<file path="config.mk">
export PLATFORM = sky130hd
export DESIGN_NAME = mseq_core
export DESIGN_NICKNAME = d
export VERILOG_FILES = /design/src/rtl/mseq_pkg.sv /design/src/rtl/mseq_store.sv /design/src/rtl/mseq_phase.sv /design/src/rtl/mseq_flag.sv /design/src/rtl/mseq_core.sv
export SDC_FILE = /design/constraint.sdc
export NUM_CORES = 1
export LEC_CHECK = 0
export ABC_AREA = 1
export BUFFER_PORTS_ARGS = -buffer_cell sky130_fd_sc_hd__buf_4
export CAP_MARGIN = 20
export CORE_MARGIN = 3
export CORE_UTILIZATION = 57
export CTS_BUF_LIST = sky130_fd_sc_hd__clkbuf_4 sky130_fd_sc_hd__clkbuf_8 sky130_fd_sc_hd__clkbuf_16
export CTS_CLUSTER_SIZE = 16
export DETAILED_ROUTE_END_ITERATION = 10
export GPL_ROUTABILITY_DRIVEN = 0
export PLACE_DENSITY_LB_ADDON = 0.05
export SETUP_SLACK_MARGIN = 0.5
export SKIP_LAST_GASP = 1
export SYNTH_ARGS = -nofsm -noshare
export SYNTH_HDL_FRONTEND = slang
export SYNTH_SLANG_ARGS = --single-unit
</file>
<file path="constraint.sdc">
create_clock -name clk -period 2.79 [get_ports clk]
set_input_delay 0.1395 -clock clk [delete_from_list [all_inputs] [get_ports clk]]
set_output_delay 0.1395 -clock clk [all_outputs]
set_load 0.02 [all_outputs]
</file>
<file path="src/rtl/mseq_pkg.sv">
package mseq_pkg;
    typedef enum logic [1:0] {
        S_FETCH_OP  = 2'd0,
        S_FETCH_IMM = 2'd1,
        S_DELAY     = 2'd2
    } seq_state_e;

    localparam logic [7:0] OP_NOP  = 8'h00;
    localparam logic [7:0] OP_JUMP = 8'h01;
    localparam logic [7:0] OP_OUT  = 8'h02;
    localparam logic [7:0] OP_FILL = 8'h04;
endpackage

</file>
<file path="src/rtl/mseq_store.sv">
module mseq_store #(
    parameter int unsigned DEPTH = 544,
    parameter int unsigned AW    = 10,
    parameter int unsigned DW    = 8
) (
    input  logic [AW-1:0] addr,
    output logic [DW-1:0] data
);
    import mseq_pkg::*;

    always_comb begin
        if (32'(addr) >= DEPTH) begin
            data = '0;
        end else begin
            unique case (addr)
                AW'(0):  data = DW'(OP_OUT);
                AW'(1):  data = DW'(8'hA5);
                AW'(2):  data = DW'(OP_NOP);
                AW'(3):  data = DW'(8'h03);
                AW'(4):  data = DW'(OP_OUT);
                AW'(5):  data = DW'(8'h3C);
                AW'(6):  data = DW'(OP_NOP);
                AW'(7):  data = DW'(8'h00);
                AW'(8):  data = DW'(OP_JUMP);
                AW'(9):  data = DW'(8'h08);
                AW'(10): data = DW'(OP_OUT);
                AW'(11): data = DW'(8'hFF);
                AW'(16): data = DW'(OP_OUT);
                AW'(17): data = DW'(8'h5A);
                AW'(18): data = DW'(OP_JUMP);
                AW'(19): data = DW'(8'hF8);
                default: data = addr[0] ? DW'(addr[7:0]) : DW'(OP_FILL);
            endcase
        end
    end
endmodule

</file>
<file path="src/rtl/mseq_phase.sv">
module mseq_phase (
    input  logic clk,
    input  logic rst_n,
    input  logic restart,
    output logic exec_en
);
    always_ff @(posedge clk or negedge rst_n) begin
        if (!rst_n)       exec_en <= 1'b0;
        else if (restart) exec_en <= 1'b0;
        else              exec_en <= ~exec_en;
    end

    // phase alternates unless a restart realigns it
    p_alternate_r2: assert property (@(posedge clk) disable iff (!rst_n)
        (!restart && !exec_en) |=> exec_en);
    p_drop_r2: assert property (@(posedge clk) disable iff (!rst_n)
        exec_en |=> !exec_en);
endmodule

</file>
<file path="src/rtl/mseq_flag.sv">
module mseq_flag (
    input  logic clk,
    input  logic rst_n,
    input  logic set,
    input  logic clr,
    output logic flag
);
    always_ff @(posedge clk or negedge rst_n) begin
        if (!rst_n)   flag <= 1'b0;
        else if (set) flag <= 1'b1;
        else if (clr) flag <= 1'b0;
    end

    // set dominates, flag is sticky without a clear
    p_set_wins_r8: assert property (@(posedge clk) disable iff (!rst_n)
        set |=> flag);
    p_sticky_r8: assert property (@(posedge clk) disable iff (!rst_n)
        (flag && !clr) |=> flag);
endmodule

</file>
<file path="src/rtl/mseq_core.sv">
module mseq_core
    import mseq_pkg::*;
#(
    parameter int unsigned DEPTH = 544,
    parameter int unsigned AW    = 10,
    parameter int unsigned DW    = 8
) (
    input  logic          clk,
    input  logic          rst_n,
    input  logic          recon_expire,
    input  logic          flag_clear,
    output logic          exec_en,
    output logic [AW-1:0] pc,
    output logic [DW-1:0] op_reg,
    output logic [DW-1:0] imm_reg,
    output logic [DW-1:0] ctrl_out,
    output logic          recon_flag
);
    localparam logic [AW-1:0] LAST = AW'(DEPTH - 1);

    seq_state_e    state_q, state_d;
    logic [DW-1:0] store_data;
    logic [DW-1:0] cnt_q;
    logic [AW-1:0] pc_inc;
    logic [AW:0]   jmp_raw;
    logic [AW-1:0] jmp_tgt;

    mseq_store #(.DEPTH(DEPTH), .AW(AW), .DW(DW)) u_store (
        .addr (pc),
        .data (store_data)
    );

    mseq_phase u_phase (
        .clk     (clk),
        .rst_n   (rst_n),
        .restart (recon_expire),
        .exec_en (exec_en)
    );

    mseq_flag u_flag (
        .clk   (clk),
        .rst_n (rst_n),
        .set   (recon_expire),
        .clr   (flag_clear),
        .flag  (recon_flag)
    );

    // Address arithmetic with wrap at the store boundary
    always_comb begin
        pc_inc  = (pc >= LAST) ? '0 : pc + AW'(1);
        jmp_raw = (AW+1)'({store_data, 1'b0});
        jmp_tgt = (32'(jmp_raw) >= DEPTH) ? '0 : jmp_raw[AW-1:0];
    end

    // State register
    always_ff @(posedge clk or negedge rst_n) begin
        if (!rst_n) state_q <= S_FETCH_OP;
        else        state_q <= state_d;
    end

    // Next state
    always_comb begin
        state_d = state_q;
        if (recon_expire) begin
            state_d = S_FETCH_OP;
        end else begin
            unique case (state_q)
                S_FETCH_OP:  state_d = S_FETCH_IMM;
                S_FETCH_IMM: state_d = (op_reg == DW'(OP_NOP) && store_data != '0)
                                       ? S_DELAY : S_FETCH_OP;
                S_DELAY:     if (exec_en && cnt_q == DW'(1)) state_d = S_FETCH_OP;
                default:     state_d = S_FETCH_OP;
            endcase
        end
    end

    // Datapath and outputs
    always_ff @(posedge clk or negedge rst_n) begin
        if (!rst_n) begin
            pc       <= '0;
            op_reg   <= '0;
            imm_reg  <= '0;
            ctrl_out <= '0;
            cnt_q    <= '0;
        end else if (recon_expire) begin
            pc <= '0;
        end else begin
            unique case (state_q)
                S_FETCH_OP: begin
                    op_reg <= store_data;
                    pc     <= pc_inc;
                end
                S_FETCH_IMM: begin
                    imm_reg <= store_data;
                    if (op_reg == DW'(OP_JUMP)) begin
                        pc <= jmp_tgt;
                    end else begin
                        pc <= pc_inc;
                        if (op_reg == DW'(OP_NOP)) cnt_q    <= store_data;
                        if (op_reg == DW'(OP_OUT)) ctrl_out <= store_data;
                    end
                end
                S_DELAY: begin
                    if (exec_en) cnt_q <= cnt_q - DW'(1);
                end
                default: ;
            endcase
        end
    end

    // expiry clears pc, realigns phase, raises the flag
    p_restart_r7: assert property (@(posedge clk) disable iff (!rst_n)
        recon_expire |=> (pc == '0 && !exec_en && recon_flag));
    // counter frozen throughout the delay loop
    p_freeze_r5: assert property (@(posedge clk) disable iff (!rst_n)
        (state_q == S_DELAY && !recon_expire) |=> $stable(pc));
    // opcode fetch lands on the low phase
    p_fetch_phase_r2: assert property (@(posedge clk) disable iff (!rst_n)
        (state_q == S_FETCH_OP) |-> !exec_en);
    // jump loads twice the immediate
    p_jump_r4: assert property (@(posedge clk) disable iff (!rst_n)
        (state_q == S_FETCH_IMM && op_reg == DW'(OP_JUMP) && !recon_expire)
        |=> (32'(pc) == 2 * 32'($past(store_data)) || 2 * 32'($past(store_data)) >= DEPTH));
    // pc never leaves the store
    p_range_r6: assert property (@(posedge clk) disable iff (!rst_n)
        32'(pc) < DEPTH);
endmodule

</file>
; ---- After elaboration in Yosys (flattened, before gate mapping)
; Cells that the tools add are included.
[word_totals]
reg_bits = 46
output_inout_bits = 36
[op_classes]
n_lt_le_gt_ge = 2
addsub = 2
n_mux = 18
n_eq_ne = 24
reduce_logical = 16
n_bitwise = 3
[op_table]
columns = operator, count
row1 = case mux 8 bit (10 select lines), 1
row2 = "equality test 10 x 3 -> 1 bit, second input constant", 4
row3 = "equality test 10 x 4 -> 1 bit, second input constant", 4
row4 = "equality test 10 x 5 -> 1 bit, second input constant", 4
row5 = two-way mux 8 bit, 5
row6 = two-way mux 10 bit, 3
row7 = "equality test 10 x 2 -> 1 bit, second input constant", 2
row8 = "greater-or-equal comparator 10 bit, second input constant", 2
row9 = case mux 10 bit (2 select lines), 1
row10 = "equality test 8 x 1 -> 1 bit, second input constant", 2
row11 = case mux 8 bit (2 select lines), 1
row12 = "adder 10 x 1 -> 10 bit, second input constant", 1
row13 = "equality test 10 x 1 -> 1 bit, second input constant", 1
row14 = zero test 10 bit, 1
row15 = "equality test 8 x 2 -> 1 bit, second input constant", 1
row16 = zero test 8 bit, 1
row17 = nonzero test 8 bit, 1
row18 = "subtractor 8 x 1 -> 8 bit, second input constant", 1
row19 = two-way mux 2 bit, 3
row20 = case mux 2 bit (3 select lines), 1
row21 = AND reduction 5 bit, 1
row22 = "!= test 2 bit, second input constant", 2
row23 = AND reduction 2 bit, 2
row24 = AND reduction 4 bit, 1
row25 = other kinds (13), 19

; ---- Logic depth before layout (Yosys ltp)
; Gate-level depths: netlist of run 1.
[logic_depth]
word_depth = 9
ltp_mapped = 14
mapped_depth_nobuf = 14

; ---- Cells and area by module
; A second synthesis of run 1 with hierarchy kept.
[unflattened]
hier_cells = 436
hier_area_um2 = 3054.2
[by_module_without_submodules]
columns = mod, cells_per_inst, instances, area_each_um2
row1 = mseq_core, 314, 1, 2354.8
row2 = mseq_store, 115, 1, 630.6
row3 = mseq_flag, 5, 1, 40.0
row4 = mseq_phase, 2, 1, 28.8

; ---- Worst setup path before layout of run 1
; No wires, ideal clock.
[synth_path]
path_type = flip-flop to flip-flop
start = register pc[0]
end = register cnt_q[7]
stages_incl_launch_ff = 15
n_path_buf = 0
t_required_ns = 2.674
setup_time_ns = 0.116
t_arrival_ns = 2.011
path_slack_ns = 0.663
cell_sequence = dfrtp_1 -> clkinv_1 -> ha_1 -> nand3_1 -> o21ai_0 -> nand2_1 -> nand3_2 -> nor2_4 -> nand2_4 -> inv_2 -> o21ai_2 -> nand3_2 -> nand2_1 -> nand2_1 -> nand2_1
[synth_between]
elab_chain_cells = 7
[synth_rtl]
columns = item, line_no
row1 = "start, declared", mseq_core.sv:13  ; output logic [AW-1:0] pc,
row2 = "start signal, assigned", mseq_core.sv:91  ; pc <= pc_inc;
row3 = "start signal, assigned", mseq_core.sv:96  ; pc <= jmp_tgt;
row4 = "start signal, assigned", mseq_core.sv:98  ; pc <= pc_inc;
row5 = "equality test 10 x 3 -> 1 bit, or another cell as far along", mseq_store.sv:15  ; unique case (addr)
row6 = "OR reduction 4 bit (no source line), or another cell as far along", --
row7 = case mux 8 bit (10 select lines), mseq_store.sv:15
row8 = two-way mux 8 bit (*), mseq_store.sv:12  ; if (32'(addr) >= DEPTH) begin
row9 = two-way mux 8 bit (*), mseq_core.sv:99  ; if (op_reg == DW'(OP_NOP)) cnt_q <= store_data;
row10 = two-way mux 8 bit (*), mseq_core.sv:95  ; if (op_reg == DW'(OP_JUMP)) begin
row11 = case mux 8 bit (2 select lines) (*), mseq_core.sv:88  ; unique case (state_q)
row12 = "end signal, assigned", mseq_core.sv:99
row13 = "end signal, assigned", mseq_core.sv:104  ; if (exec_en) cnt_q <= cnt_q - DW'(1);
row14 = "end, declared", mseq_core.sv:23  ; logic [DW-1:0] cnt_q;
; Every way passes the cells marked *; elsewhere a longest branch is shown, timed or not. The select of a mux whose other input is x is not followed.
; A chain may end at the register's enable or synchronous reset.

; ---- Worst setup path in the final report of run 1
[layout_path]
start = register pc[0]
end = register cnt_q[3]
; The elaborated chain is that of the path after synthesis.

==> impl_metrics.tcl, run 1 <==
set metrics [dict create \
    pwr-share-comb 0.582 \
    drt-pass1-iter-count 5 \
    peakVddDrop_v 0.000667 \
    cts_buffers 5 \
    cts_tree "yes" \
    drtIter0Drc 284 \
    clkTransAtPathRegs_ns 0.09 \
    fmax_mhz 468 \
    slowest_delay_ns 0.47 \
    synth_cells 349 \
    synth_compound_area_frac 0.156 \
    core_area_mm2 0.00453 \
    final-max-slew-violation-count 0 \
    clk_latency_ns 0.31 \
    synthXorXnorAreaFrac 0.0221 \
    grt_overflow 0 \
    switchingPower_mw 1.90 \
    synth_nets 359 \
    ys_warn_count 0 \
    initial_core_util 0.611 \
    cap_violations 0 \
    synth_edf_count 0 \
    synth_area_mm2 0.00277 \
    tightestPinTransition_ns 0.611 \
    synth_simple_gate_area_frac 0.315 \
    vias_per_cell 5.78 \
    r2r_cells 11 \
    critical_path_class "reg -> reg" \
    pin_count 40 \
    muxShareOfSynthArea 0 \
    grt_pass1_wl_mm 11.2 \
    worst_path_dominant_cell_family "simple AND/OR/NAND/NOR gates" \
    fillers 368 \
    leakagePower_nw 1.60 \
    htreeDepth 2 \
    endpoint "cnt_q[3]" \
    tns_ns 0 \
    largest_reg_flops 10 \
    arrival_ns 2.38 \
    dieHeight_um 75.7 \
    synth_top_area_frac 0.416 \
    setup.worst_path.start_class "register" \
    synth_cell_type_count 37 \
    row_count 24 \
    yosys-top-cells-area "dfrtp_1 42%, nand2_1 10%, nor2_1 5.3%, o21ai_0 4.9%, inv_1 4.3%" \
    antenna_found_initial 0 \
    end_kind "register" \
    status "completed" \
    yosys.area.top_type "dfrtp_1" \
    p_int_mw 1.87 \
    drive_above_1_share 0.239 \
    cp_slowest_cell "dfrtp_2" \
    post_cts.repair.setup_buffers 0 \
    antennaDiodeCount 0 \
    top_register "pc" \
    r2r_slack_ns 0.65 \
    netSwitchingFraction 0.503 \
    synth_fa_ha_area_frac 0.0271 \
    finClkSkew_ns 0.0122 \
    grt_max_degree 47 \
    first_global_vias 2258 \
    ys_seq_elements 46 \
    final_nets 402 \
    dpl.hpwl_mm 5.16 \
    period_share 0.766 \
    r2r_end "cnt_q[3]" \
    period_needed_ns 2.14 \
    path_common_cell "nand2_2" \
    die_area_mm2 0.00573 \
    hold_slack_ns 0.0310 \
    clock_sinks 46 \
    grt_usage 0.264 \
    total_power_mw 3.77 \
    crit_cells 11 \
    drc 0 \
    syn_to_final_growth_pct 17.2 \
    yosysSeqAreaShare 0.416 \
    slew_headroom 0.593 \
    rsz0062_at_grt "true" \
    wl_mm 7.06 \
    crit_fanout 8 \
    cts-root-buf "clkbuf_8" \
    clockBufferDepth 2 \
    clockPowerShare 0.131 \
    power_frac_seq 0.287 \
    path_buf_inv 1 \
    wl_per_cell_um 15.4 \
    hold_viol 0 \
    worstSetupStartpoint "pc[0]" \
    r2r_start "pc[0]" \
    vias 2646 \
    die_x_um 75.7 \
    synth-async-reset-ratio 1.00 \
    critPathRequiredTime_ns 3.04 \
    synth_top_family_by_area "simple AND/OR/NAND/NOR gates" \
    critical_path.cell_chain "ha_1, inv_2, nor2_1, o21ai_2, nand2_2, nor2_4, nand2_4, nand2_2, nand3_2, o21ai_1, o21a_1" \
    holdCritPathClass "in -> reg" \
    io_buffer_count 39 \
    finalSetupViolations 0 \
    ys.flop_type "dfrtp_1" \
    p_per_area_mw_per_mm2 1160 \
    ant_nets 0 \
    avgSynthCellArea_um2 7.94 \
]
[cell families (layout without fill, tap and decap cells)]
family	count (synthesis)	after routing
adders and majority gates	6	6
DFF	46	46
and+or+nand+nor	175	175
buffers and inverters	44	88
AOI/OAI and AO/OA	71	71
xor gates and xnor gates	7	7
[worst reg2reg max path: cells and delay by family (launching register included)]
family	cells	cell delay, ns
AO/OA/AOI/OAI	3	0.52
adder cells (fa/ha/maj)	1	0.24
buffers and inverters	1	0.12
flip-flops	1	0.47
AND/OR/NAND/NOR	6	0.72
[synthesized netlist by cell type, types with 3 or more instances]
cell,number
nor2_1,39
nand2_2,5
nand2_4,3
a21oi_1,11
nor3_1,7
o21ai_1,13
dfrtp_1,46
o221ai_1,4
inv_1,32
nand2_1,74
nor2_2,4
ha_1,6
nand3_1,17
xor2_1,5
nand4_1,8
inv_2,5
nand3_2,11
o21ai_2,5
o21ai_0,27
nor2_4,4
[per-layer routing]
layer / routed length, µm / track usage
met1: 3260 / 0.391
met2: 3140 / 0.389
met3: 545 / 0.0633
met4: 111 / 0.0699
met5: 0 / 0
[cells in the final DEF (no fill, tap or decap), types with 2 or more instances in the layout]
cell type / netlist / final
buf_4: 1 / 40
nand4_1: 8 / 8
a21oi_1: 11 / 11
nand3_2: 11 / 11
xnor2_1: 2 / 2
o21ai_0: 27 / 27
clkbuf_8: 0 / 5
nand3_1: 17 / 17
nand2_2: 5 / 5
dfrtp_2: 0 / 2
ha_1: 6 / 6
nand2_4: 3 / 3
nor3_1: 7 / 7
inv_2: 5 / 7
dfrtp_1: 46 / 44
nor2_1: 39 / 39
inv_4: 1 / 2
o21ai_2: 5 / 5
nor2_4: 4 / 4
xor2_1: 5 / 5
o21ai_1: 13 / 13
inv_1: 32 / 30
clkinv_2: 0 / 2
o221ai_1: 4 / 4
nor2_2: 4 / 4
a32oi_1: 2 / 2
o21bai_1: 2 / 2
nand2_1: 74 / 74
o22ai_1: 2 / 2
o21a_1: 2 / 2
[metrics by stage]
stage | instance area, µm² | std cells | setup slack (ns) | util
2_1_floorplan | 2770 | 349 | 0.663 | -
3_3_place_gp | 3120 | 449 | 0.582 | 0.688
3_5_place_dp | 3120 | 449 | 0.484 | 0.688
4_1_cts | 3240 | 458 | 0.597 | 0.715
5_1_grt | 3250 | 458 | 0.478 | 0.716
6_report | 3250 | 458 | 0.652 | 0.716
[worst min path at each step]
stage | from | endpoint | slack [ns] | cells past startpoint
final | flag_clear | u_flag.flag | 0.03 | 2
after global routing | recon_expire | u_phase.exec_en | 0.05 | 2
after CTS | recon_expire | u_phase.exec_en | 0.03 | 2
after detailed placement | rst_n | op_reg[7] | 0.19 | 1
after global placement | rst_n | op_reg[6] | 0.18 | 1
after floorplan | rst_n | cnt_q[0] | -0.16 | 0
[cell type report]
cell class	count	area [µm²]	area share
Multi-Input combinational cell	259	1440	0.444
Sequential cell	46	1150	0.355
Timing Repair Buffer	41	310	0.0956
Inverter	39	151	0.0466
Tap cell	65	81.3	0.0251
Clock buffer	5	68.8	0.0212
Clock inverter	3	40.0	0.0123
[power by group through the flow]
| stage | clock network [mW] | logic (mW) | registers (mW) |
|---|---|---|---|
| after global routing | 0.516 | 2.41 | 1.11 |
| after global placement | 0 | 2.12 | 1.08 |
| after detailed placement | 0 | 2.16 | 1.08 |
| after CTS | 0.496 | 2.17 | 1.07 |
| after floorplan | 0 | 1.30 | 1.23 |
| final | 0.494 | 2.19 | 1.08 |
[what timing repair did]
item,in CTS,in global routing
hold buffers,1,0
endpoints found under the setup margin,3,31
hold endpoints to repair,46,0
pin swaps,0,0
gates resized for setup,1,5
(Power assumes the default switching activity.)
==> inputs of run 2 (changes only) <==
==> constraint.sdc (replaced) <==
create_clock -name clk -period 2.05 [get_ports clk]
set_input_delay 0.1025 -clock clk [delete_from_list [all_inputs] [get_ports clk]]
set_output_delay 0.1025 -clock clk [all_outputs]
set_load 0.02 [all_outputs]
==> impl_metrics.tcl, run 2 (synthesized netlist as in run 1, its figures left out) <==
set metrics [dict create \
    r2r_start "pc[1]" \
    dpl_cell_area_mm2 0.00325 \
    clk_latency_ns 0.31 \
    dpl.hpwl_mm 5.19 \
    vias 3143 \
    die_area_mm2 0.00573 \
    wl_mm 10.6 \
    hold_viol 0 \
    worstSetupStartpoint "pc[1]" \
    fillers 223 \
    switchingPower_mw 3.63 \
    layout_commonest_cell "buf_4" \
    arrival_ns 2.47 \
    grt_pass1_wl_mm 13.9 \
    cts_buffers 5 \
    row_count 24 \
    clockPowerShare 0.104 \
    leakagePower_nw 1.89 \
    htreeDepth 2 \
    power_frac_seq 0.216 \
    critical_path_class "reg -> reg" \
    setup.worst_path.start_class "register" \
    antenna_found_initial 0 \
    grt_overflow 0 \
    hold_slack_ns 0.0291 \
    cts_tree "yes" \
    drc 0 \
    period_share 1.09 \
    drtIter0Drc 384 \
    clkTransAtPathRegs_ns 0.10 \
    pwr-share-comb 0.679 \
    grt_usage 0.326 \
    finClkSkew_ns 0.0130 \
    final-max-slew-violation-count 0 \
    core_area_mm2 0.00453 \
    violations "setup timing" \
    dp_cells 456 \
    dieHeight_um 75.7 \
    crit_fanout 8 \
    pin_count 40 \
    seq_area_mm2 0.00116 \
    hold_start "recon_expire" \
    end_kind "register" \
    design_area_mm2 0.00399 \
    fmax_mhz 447 \
    multi_input_area_mm2 0.00175 \
    period_needed_ns 2.24 \
    final_cell_mix "77 x buf_4, 63 x nand2_1, 37 x dfrtp_1" \
    final_nets 446 \
    drive_above_1_share 0.439 \
    antennaDiodeCount 0 \
    p_int_mw 3.37 \
    grt_max_degree 47 \
    die_x_um 75.7 \
    ant_nets 0 \
    r2r_slack_ns -0.19 \
    total_power_mw 7.00 \
    io_buffer_count 39 \
    final_cells 502 \
    clockBufferDepth 2 \
    critPathRequiredTime_ns 2.29 \
    finalSetupViolations 32 \
    drt-pass1-iter-count 6 \
    syn_to_final_growth_pct 43.9 \
    clock_sinks 46 \
    cap_violations 0 \
    wl_per_cell_um 21.1 \
    tns_ns -2.87 \
    tightestPinTransition_ns 0.606 \
    vias_per_cell 6.26 \
    r2r_cells 13 \
    slew_headroom 0.596 \
    first_global_vias 2753 \
    holdCritPathClass "in -> reg" \
    netSwitchingFraction 0.518 \
    initial_core_util 0.611 \
    peakVddDrop_v 0.000803 \
    status "complete, but fails checks" \
    largest_reg_flops 10 \
    top_register "pc" \
    place_ws_ns 0.00494 \
    final_core_util 0.879 \
    setup_ws_ns -0.185 \
    r2r_end "imm_reg[1]" \
    rsz0062_at_grt "true" \
    cts-root-buf "clkbuf_8" \
    endpoint "imm_reg[1]" \
    p_per_area_mw_per_mm2 1760 \
]
-- run 2: power groups by stage --
stage	Clock [mW]	Combinational [mW]	Sequential (mW)
2_1_floorplan	0	1.90	1.69
3_3_place_gp	0	3.05	1.48
3_5_place_dp	0	3.09	1.49
4_1_cts	0.720	3.71	1.47
5_1_grt	0.764	5.03	1.54
6_report	0.731	4.76	1.52
-- run 2: final cells by class --
class / count / share of cell area
Clock inverter: 3 / 0.0122
Clock buffer: 5 / 0.0173
Tap cell: 65 / 0.0204
Sequential cell: 46 / 0.291
Inverter: 39 / 0.0442
Timing Repair Buffer: 85 / 0.175
Multi-Input combinational cell: 259 / 0.439
-- run 2: worst min-delay path by stage --
stage                 end  slack, ns  cells after the start
2_1_floorplan    cnt_q[0]      -0.19                      0
3_3_place_gp        pc[3]       0.14                      1
3_5_place_dp   imm_reg[6]       0.15                      1
4_1_cts        state_q[0]      0.006                      2
5_1_grt        state_q[0]       0.04                      2
6_report       state_q[0]       0.03                      2
-- run 2: critical path: stages (launching register included) --
cell and delay (ns):
dfrtp_2 0.47, buf_4 0.17, ha_4 0.16, inv_4 0.07, nor2_1 0.06, nand2_1 0.10, nand2_1 0.11, nor2_4 0.23
nand2_4 0.15, buf_4 0.17, nand2_4 0.06, nand3_4 0.11, buf_4 0.16, o21ai_2 0.13
-- run 2: repair_timing --
item                       4_1_cts  5_1_grt
resized for setup               26       44
setup buffers                   19       16
hold buffers                     3        0
setup endpoints to repair       43       43
pin swaps                       12       26
hold endpoints to repair        48        0
-- run 2: layer usage --
metal	track usage	up-vias	routed length, µm
met5	0	-	0
met4	0.155	0	563
met3	0.0726	59	1060
met2	0.532	243	5040
met1	0.410	1504	3920
li1	-	1337	-
==> inputs of run 3 (changes only) <==
--- a/config.mk
+++ b/config.mk
@@ -5,7 +5,7 @@
 export SDC_FILE = /design/constraint.sdc
 export NUM_CORES = 1
 export LEC_CHECK = 0
-export ABC_AREA = 1
+export ABC_AREA = 0
 export BUFFER_PORTS_ARGS = -buffer_cell sky130_fd_sc_hd__buf_4
 export CAP_MARGIN = 20
 export CORE_MARGIN = 3
==> impl_metrics.tcl, run 3 <==
set metrics [dict create \
    finalSetupViolations 37 \
    grt_max_degree 47 \
    cap_violations 0 \
    clk_latency_ns 0.33 \
    yosys-top-cells-area "dfrtp_1 43%, nand2_1 8.2%, o21ai_0 7.8%, a21oi_1 4.5%, ha_1 2.8%" \
    synth_cell_type_count 58 \
    arrival_ns 2.86 \
    crit_fanout 5 \
    synth_nets 330 \
    dpl.hpwl_mm 5.54 \
    ys.flop_type "dfrtp_1" \
    setup_ws_ns -0.548 \
    slew_headroom 0.602 \
    period_share 1.27 \
    status "complete, but fails checks" \
    vias 3436 \
    drt-pass1-iter-count 10 \
    setup.worst_path.start_class "register" \
    synth_top_area_frac 0.427 \
    yosys.area.top_type "dfrtp_1" \
    tns_ns -14.09 \
    synth_edf_count 0 \
    synth-async-reset-ratio 1.00 \
    fmax_mhz 385 \
    wl_mm 11.1 \
    end_kind "register" \
    final_cells 480 \
    pwr-share-comb 0.631 \
    grt_usage 0.354 \
    initial_core_util 0.603 \
    rsz0062_at_grt "true" \
    dieHeight_um 74.8 \
    synth_area_mm2 0.00270 \
    largest_reg_flops 10 \
    antennaDiodeCount 0 \
    drive_above_1_share 0.430 \
    die_area_mm2 0.00559 \
    clkTransAtPathRegs_ns 0.10 \
    cts_buffers 5 \
    hold_viol 0 \
    period_needed_ns 2.60 \
    final_cell_mix "103 x buf_4, 58 x nand2_1, 38 x dfrtp_1" \
    netSwitchingFraction 0.459 \
    yosysMostFrequentCell "nand2_1" \
    grt_overflow 0 \
    htreeDepth 2 \
    tightestPinTransition_ns 0.598 \
    critical_path_class "reg -> reg" \
    vias_per_cell 7.16 \
    core_area_mm2 0.00447 \
    clockBufferDepth 2 \
    final_nets 437 \
    syn_to_final_growth_pct 50.2 \
    io_buffer_count 39 \
    switchingPower_mw 2.53 \
    pin_count 40 \
    layout_commonest_cell "buf_4" \
    clock_sinks 46 \
    grt_pass1_wl_mm 14.9 \
    ys_seq_elements 46 \
    yosysSeqAreaShare 0.427 \
    critPathRequiredTime_ns 2.31 \
    multi_input_area_mm2 0.00177 \
    seq_area_mm2 0.00116 \
    avgSynthCellArea_um2 8.43 \
    antenna_found_initial 0 \
    p_int_mw 2.98 \
    die_x_um 74.8 \
    synth_cells 320 \
    p_per_area_mw_per_mm2 1360 \
    synthTopCellsByCount "59 x nand2_1, 46 x dfrtp_1, 42 x o21ai_0" \
    top_register "pc" \
    final-max-slew-violation-count 0 \
    drtIter0Drc 659 \
    dp_cells 452 \
    first_global_vias 3009 \
    leakagePower_nw 1.80 \
    finClkSkew_ns 0.0144 \
    fillers 178 \
    violations "setup timing" \
    peakVddDrop_v 0.000908 \
    row_count 24 \
    cts-root-buf "clkbuf_8" \
    ant_nets 0 \
    cts_tree "yes" \
    power_frac_seq 0.260 \
    ys_warn_count 0 \
    holdCritPathClass "in -> reg" \
    drc 0 \
    wl_per_cell_um 23.1 \
    clockPowerShare 0.109 \
]
run 3: cell count changes after synthesis, sizes merged, moves of 12 or more:
cell | previous run | this run
inv | 38 | 12
a21oi | 12 | 24
nand3 | 28 | 6
nor2 | 48 | 19
clkbuf | 1 | 14
nand2 | 82 | 59
run 3: worst max-delay path, stage by stage, from the launching register on:
cell and delay, ns:
dfrtp_2 0.49, ha_2 0.25, nor2_2 0.22, a211oi_1 0.11, or4_4 0.60, a21oi_4 0.33, a32oi_4 0.21, buf_4 0.18
o21ai_1 0.13
run 3: final timing paths:
kind	startpoint	end	slack [ns]	cells past startpoint
setup / recovery	pc[0]	ctrl_out[3]	-0.55	8
hold / removal	recon_expire	u_phase.exec_en	0.04	2
setup reg to reg	pc[0]	ctrl_out[3]	-0.55	8
hold reg to reg	u_flag.flag	u_flag.flag	0.49	1
max in group asynchronous	rst_n	pc[5]	1.28	2
min in group asynchronous	rst_n	imm_reg[0]	0.31	2
run 3: final cells by class:
cell class / instances / share of cell area
clock buffer: 5 / 0.0170
clock inverter: 3 / 0.00525
timing repair buffer: 116 / 0.227
tap: 52 / 0.0161
inverter: 12 / 0.0123
sequential: 46 / 0.287
multi-input combinational: 246 / 0.436
run 3: timing repair:
item                                   CTS  global route
cloned                                   1             1
gates resized for setup                 45            27
hold buffers                             1             0
setup endpoints to repair               43            43
pin swaps                               24            18
endpoints found under the hold margin   46             0
setup buffers                            9             8
run 3: through the flow:
| stage | hold slack, ns | area, µm² | power [mW] | utilization | worst slack (ns) |
|---|---|---|---|---|---|
| after global routing | 0.0231 | 4050 | 5.75 | 0.906 | -0.683 |
| after floorplan | -0.193 | 2850 | 2.86 | - | -0.397 |
| after detailed placement | 0.143 | 3520 | 3.96 | 0.786 | -0.500 |
| after global placement | 0.141 | 3520 | 3.90 | 0.786 | -0.453 |
| final | 0.0368 | 4050 | 5.51 | 0.906 | -0.548 |
| after CTS | 0.0385 | 3890 | 4.89 | 0.869 | -0.397 |
run 3: kinds of logic (layout without fill, tap and decap cells):
logic type      Yosys count  in the layout  synth area share
mux                       3              3            0.0116
xor+xnor                  2              2           0.00649
flops                    46             46             0.427
compound gates          108            109             0.255
simple gates            125            126             0.226
fa+ha+maj                 6              6            0.0278
buf+inv                  30            136            0.0468
run 3: metal layers:
layer / share of wire / track usage / up-vias
li1: - / - / 1378
met1: 0.34 / 0.441 / 1561
met2: 0.44 / 0.570 / 369
met3: 0.13 / 0.0788 / 128
met4: 0.086 / 0.194 / 0
met5: 0 / 0 / -
run 3: power groups by stage:
stage / Sequential [mW] / Clock [mW] / Combinational (mW)
floorplan: 1.63 / 0 / 1.23
global placement: 1.40 / 0 / 2.50
global route: 1.46 / 0.657 / 3.63
CTS: 1.39 / 0.580 / 2.91
detailed placement: 1.41 / 0 / 2.56
finish: 1.43 / 0.603 / 3.48
